--- src/rtl/nco_pkg.sv ---
package nco_pkg;
  localparam int SEL_W = 2;

  typedef enum logic [SEL_W-1:0] {
    SEL_FREQ  = 2'd0,
    SEL_PHASE = 2'd1,
    SEL_OWNER = 2'd2,
    SEL_RSVD  = 2'd3
  } reg_sel_e;
endpackage

--- src/rtl/nco_regfile.sv ---
module nco_regfile
  import nco_pkg::*;
#(
  parameter int W = 32
) (
  input  logic             clk,
  input  logic             rst,
  input  logic             wr_en,
  input  logic [SEL_W-1:0] reg_sel,
  input  logic [W-1:0]     wr_data,
  output logic [W-1:0]     freq_q,
  output logic [W-1:0]     phase_q,
  output logic             owner_q,
  output logic [W-1:0]     rd_q
);
  localparam logic [W-1:0] ZERO = '0;

  reg_sel_e       sel;
  logic [W-1:0]   rd_next;

  assign sel = reg_sel_e'(reg_sel);

  always_comb begin
    case (sel)
      SEL_FREQ:  rd_next = freq_q;
      SEL_PHASE: rd_next = phase_q;
      SEL_OWNER: rd_next = {ZERO[W-1:1], owner_q};
      default:   rd_next = ZERO;
    endcase
  end

  always_ff @(posedge clk) begin
    if (rst) begin
      freq_q  <= ZERO;
      phase_q <= ZERO;
      owner_q <= 1'b1;
      rd_q    <= ZERO;
    end else begin
      rd_q <= rd_next;
      if (wr_en) begin
        case (sel)
          SEL_FREQ:  freq_q  <= wr_data;
          SEL_PHASE: phase_q <= wr_data;
          SEL_OWNER: owner_q <= wr_data[0];
          default:   ;
        endcase
      end
    end
  end
endmodule

--- src/rtl/nco_accum.sv ---
module nco_accum #(
  parameter int W = 32
) (
  input  logic         clk,
  input  logic         rst,
  input  logic         hold,
  input  logic [W-1:0] step,
  output logic [W-1:0] acc_q
);
  always_ff @(posedge clk) begin
    if (rst || hold) acc_q <= '0;
    else             acc_q <= acc_q + step;
  end
endmodule

--- src/rtl/nco_addr.sv ---
module nco_addr #(
  parameter int ACC_W  = 32,
  parameter int ADDR_W = 16
) (
  input  logic              clk,
  input  logic              rst,
  input  logic [ACC_W-1:0]  phase_acc,
  input  logic [ACC_W-1:0]  phase_ofs,
  output logic [ADDR_W-1:0] addr_q
);
  localparam int TOP = ACC_W - 1;

  logic [ACC_W-1:0] sum;

  generate
    if (ADDR_W > ACC_W) begin : g_bad_width
      initial $display("nco_addr: ADDR_W must not exceed ACC_W");
    end
  endgenerate

  assign sum = phase_acc + phase_ofs;

  always_ff @(posedge clk) begin
    if (rst) addr_q <= '0;
    else     addr_q <= sum[TOP -: ADDR_W];
  end
endmodule

--- src/rtl/nco_phase_gen.sv ---
module nco_phase_gen
  import nco_pkg::*;
#(
  parameter int ACC_W  = 32,
  parameter int ADDR_W = 16
) (
  input  logic              clk,
  input  logic              rst,
  input  logic              wr_en,
  input  logic [1:0]        reg_sel,
  input  logic [ACC_W-1:0]  wr_data,
  output logic [ACC_W-1:0]  rd_data,
  output logic              tbl_owner_host,
  output logic [ADDR_W-1:0] tbl_addr
);
  logic [ACC_W-1:0] freq_q;
  logic [ACC_W-1:0] phase_q;
  logic [ACC_W-1:0] acc_q;

  nco_regfile #(.W(ACC_W)) u_regs (
    .clk     (clk),
    .rst     (rst),
    .wr_en   (wr_en),
    .reg_sel (reg_sel),
    .wr_data (wr_data),
    .freq_q  (freq_q),
    .phase_q (phase_q),
    .owner_q (tbl_owner_host),
    .rd_q    (rd_data)
  );

  nco_accum #(.W(ACC_W)) u_acc (
    .clk   (clk),
    .rst   (rst),
    .hold  (tbl_owner_host),
    .step  (freq_q),
    .acc_q (acc_q)
  );

  nco_addr #(.ACC_W(ACC_W), .ADDR_W(ADDR_W)) u_addr (
    .clk       (clk),
    .rst       (rst),
    .phase_acc (acc_q),
    .phase_ofs (phase_q),
    .addr_q    (tbl_addr)
  );
endmodule

--- config.mk ---
export PLATFORM = sky130hd
export DESIGN_NAME = nco_phase_gen
export DESIGN_NICKNAME = d
export VERILOG_FILES = /design/src/rtl/nco_pkg.sv /design/src/rtl/nco_regfile.sv /design/src/rtl/nco_accum.sv /design/src/rtl/nco_addr.sv /design/src/rtl/nco_phase_gen.sv
export SDC_FILE = /design/constraint.sdc
export NUM_CORES = 1
export LEC_CHECK = 0
export BUFFER_PORTS_ARGS = -buffer_cell sky130_fd_sc_hd__clkbuf_2
export CAP_MARGIN = 5
export CELL_PAD_IN_SITES_DETAIL_PLACEMENT = 0
export CELL_PAD_IN_SITES_GLOBAL_PLACEMENT = 2
export CORE_ASPECT_RATIO = 0.9
export CORE_MARGIN = 2
export CORE_UTILIZATION = 35
export DETAILED_ROUTE_END_ITERATION = 7
export PLACE_DENSITY_LB_ADDON = 0.12
export SLEW_MARGIN = 40
export SYNTH_ARGS = -nofsm -noshare
export SYNTH_HDL_FRONTEND = slang
export SYNTH_SLANG_ARGS = --single-unit
--- constraint.sdc ---
create_clock -name clk -period 3.3 [get_ports clk]
set_clock_uncertainty 0.2 [all_clocks]
set_input_delay 0.66 -clock clk [delete_from_list [all_inputs] [get_ports clk]]
set_output_delay 0.66 -clock clk [all_outputs]
set_load 0.02 [all_outputs]
==> run metrics <==
result of the run=finished, final reports clean; maximum number of pins on one net before global-route repair=36; Total Routed Length=21.6 mm; Post-DP Area=8240 um^2; clock tree from TritonCTS=done; portion of the post-synthesis area used by sequential elements=0.386; netlist area before placement=7520 um^2; setup repair after global routing missed its margin=false; shortest period the worst path allows=3.03 ns; setup slack of the worst register-to-register path=0.27 ns; diode count=0; fraction of registers with async set or reset after synthesis=0; CTS sink cnt=145; Post-CTS Hold Fix Bufs=0; endpoint of the worst hold-timing path=u_regs.freq_q[8]$_SDFFE_PP0P_; Synth Instances=905; Pwr Density=454 nW/um^2; clock root buffer master=sky130_fd_sc_hd__clkbuf_16; path category of the worst min-delay check=in -> reg; Setup CP Type=reg -> reg; Die Footprint=22700 um^2; vias after detailed routing=6469; cell types occupying the most area after synthesis=sky130_fd_sc_hd__dfxtp_1 39%, sky130_fd_sc_hd__ha_1 10%, sky130_fd_sc_hd__nand2_1 7.8%; highest clock frequency the design can meet=0.330 GHz; Compound-Gate Fraction of Synth Area=0.182; I/O Pins=86; site row count=50; final max-slew violation count=0; number of distinct library cells after synthesis=59; endpoint arrival time on the critical path=3.14 ns; via count of the first global-routing pass=6143; count of input and output buffers=85; # fillers=2165; post-route setup TNS=0 ns; slew of the pin with the lowest slew margin=0.819 ns; post-route DRC violation count=0; fraction of layout cells with a size suffix above 1=0.154; mean cell area of the mapped netlist=8.31 um^2; Synth Net Count=1004; Initial Util=0.359; clk slew on worst S/H paths=0.07 ns; post-synthesis simple-gate area fraction=0.202; source of the worst register-to-register timing path=u_regs.phase_q[7]$_SDFFE_PP0P_; PnR Total Power=4.01 mW; Req. time, crit path=3.41 ns; warnings from Yosys=0; first-pass GRT wire length=34.3 mm; x dimension of the die=159 um; LEAKAGE=3.90 nW; standard cell core area=21000 um^2; relative slew slack=0.454; adder and majority gate portion of the synthesized area=0.104; total of flip-flops plus latches after synthesis=145; dominant combinational cell family by area after synthesis=simple AND/OR/NAND/NOR gates; portion of the clock cycle consumed by the worst path in the final layout=0.917; most frequent standard cell in the layout excluding fill and tap cells=sky130_fd_sc_hd__nand2_1; area share of the leading cell type in the synthesized netlist=0.386; startpoint class of the critical path=flop; area of all placed cells without fillers=8820 um^2; startpoint of the most critical hold path=wr_data[8]; multiplexer area fraction after synthesis=0.0590; layout overhead on the synthesized area=17.3%; post-layout net count=1077; maximum fanout count along the critical path=4; depth of the CTS H-tree=4; estimated wirelength of the detail-placed design=15.8 mm; predominant post-synthesis flop cell=sky130_fd_sc_hd__dfxtp_1; count of antenna-violating nets left after detailed routing=0; Setup-failing EPs final=0; number of endpoints with negative hold slack in the final report=0; GR Util All Layers=0.198; ratio of routed vias to standard cells=5.07; IR drop worst, VDD=294 uV; max-capacitance violation count=0; die height=143 um; buffers from clock root to sink, at most=2; clock latency on the worst-skew pair=0.43 ns; largest area contributor in the netlist=sky130_fd_sc_hd__dfxtp_1; GP Congestion=0.787; path depth of the worst reg2reg path=9; commonest cells after routing, fill and taps aside=156 x sky130_fd_sc_hd__nand2_1, 145 x sky130_fd_sc_hd__dfxtp_1, 112 x sky130_fd_sc_hd__a21oi_1; number of antenna violations at the first check in global routing=1; number of search-and-repair iterations in the first detailed-routing pass=5; area share of xor/xnor cells in the synthesized design=0.0349; number of CTS-inserted buffers=17; worst hold path cell count=3; starting DRC count in detailed routing=339; Critical Path End Type=flop; sum of overflow across all layers after global routing=0; wire length per cell after detailed routing=16.9 um; worst flop-to-flop path endpoint=u_addr.addr_q[11]$_SDFF_PP0_; number of synthesized flops with an enable pin=0
## where the power goes
part           switching [mW]  internal, mW
Sequential             0.0285          1.79
Combinational           0.172        0.0970
Clock                   0.806          1.12
## registers in the layout, summed over array words and instances, names as in the netlist
| signal | flops |
|---|---|
| u_acc.acc_q | 32 |
| u_regs.owner_q | 1 |
| u_regs.rd_q | 32 |
| u_addr.addr_q | 16 |
| u_regs.phase_q | 32 |
| u_regs.freq_q | 32 |
## worst max path at each step
stage | from | to | slack, ns | cells past startpoint
after floorplan | u_regs.freq_q[0]$_SDFFE_PP0P_ | u_acc.acc_q[28]$_SDFF_PP0_ | 0.54 | 10
after global placement | u_acc.acc_q[1]$_SDFF_PP0_ | u_addr.addr_q[11]$_SDFF_PP0_ | 0.12 | 9
after detailed placement | u_acc.acc_q[1]$_SDFF_PP0_ | u_addr.addr_q[11]$_SDFF_PP0_ | 0.04 | 9
after CTS | u_acc.acc_q[1]$_SDFF_PP0_ | u_addr.addr_q[11]$_SDFF_PP0_ | 0.02 | 9
after global routing | u_regs.freq_q[0]$_SDFFE_PP0P_ | u_acc.acc_q[30]$_SDFF_PP0_ | 0.03 | 10
final | u_regs.phase_q[7]$_SDFFE_PP0P_ | u_addr.addr_q[11]$_SDFF_PP0_ | 0.27 | 9
## cell usage after synthesis (all sizes together), types with 5 or more instances
| library cell | n |
|---|---|
| or3 | 7 |
| a31oi | 10 |
| a21o | 25 |
| nand4 | 5 |
| a211oi | 7 |
| inv | 13 |
| nor3b | 6 |
| or2 | 5 |
| a21oi | 114 |
| nor2 | 87 |
| nand2 | 156 |
| o211ai | 9 |
| and2 | 9 |
| o21a | 6 |
| ha | 61 |
| and3 | 8 |
| nor2b | 12 |
| dfxtp | 145 |
| mux2 | 8 |
| nand3 | 15 |
| nand2b | 5 |
| xor2 | 15 |
| buf | 7 |
| mux2i | 35 |
| nor3 | 14 |
| xnor2 | 15 |
| clkbuf | 38 |
| o21ai | 27 |
## cell type report
class | instances | area, um^2 | area share
inverters | 13 | 48.8 | 0.00553
flip-flops and latches | 145 | 2900 | 0.329
clock buffers | 20 | 437 | 0.0495
multi-input cells | 702 | 4410 | 0.500
repair buffers | 99 | 531 | 0.0601
well taps | 286 | 358 | 0.0406
clock inverters | 12 | 134 | 0.0152
## per-layer routing
metal	global-route usage	share of wire
met5	0	0
met4	0.0536	0.011
met3	0.0364	0.040
met2	0.278	0.40
met1	0.304	0.55
## timing repair
item	4_1_cts	5_1_grt
resized for setup	0	3
endpoints found under the hold margin	0	0
endpoints found under the setup margin	0	7
setup buffers	0	0
## per-stage QoR
step,cells,utilization,setup slack (ns),hold WS [ns]
6_report,1277,0.421,0.273,0.260
5_1_grt,1277,0.421,0.0293,0.250
4_1_cts,1277,0.420,0.0201,0.241
3_5_place_dp,1245,0.393,0.0439,0.269
3_3_place_gp,1245,0.393,0.119,0.269
2_1_floorplan,905,-,0.539,0.245
## logic make-up (layout without fill, tap and decap cells)
logic type / Yosys count / in the layout
adder cells (fa/ha/maj): 62 / 62
multiplexers: 43 / 43
buffers and inverters: 58 / 144
AO/OA/AOI/OAI: 226 / 226
AND/OR/NAND/NOR: 341 / 341
flip-flops: 145 / 145
XOR/XNOR: 30 / 30
## worst max-delay path: stages, from the launching register on
cell and delay [ns]:
sky130_fd_sc_hd__dfxtp_1 0.33, sky130_fd_sc_hd__ha_1 0.30, sky130_fd_sc_hd__a21oi_1 0.24, sky130_fd_sc_hd__nand3b_1 0.10, sky130_fd_sc_hd__o21bai_1 0.21, sky130_fd_sc_hd__a31o_2 0.29, sky130_fd_sc_hd__a21oi_2 0.31, sky130_fd_sc_hd__o21ai_0 0.20
sky130_fd_sc_hd__a221oi_1 0.35, sky130_fd_sc_hd__mux2_2 0.37
Power figures use the tool's default switching activity.
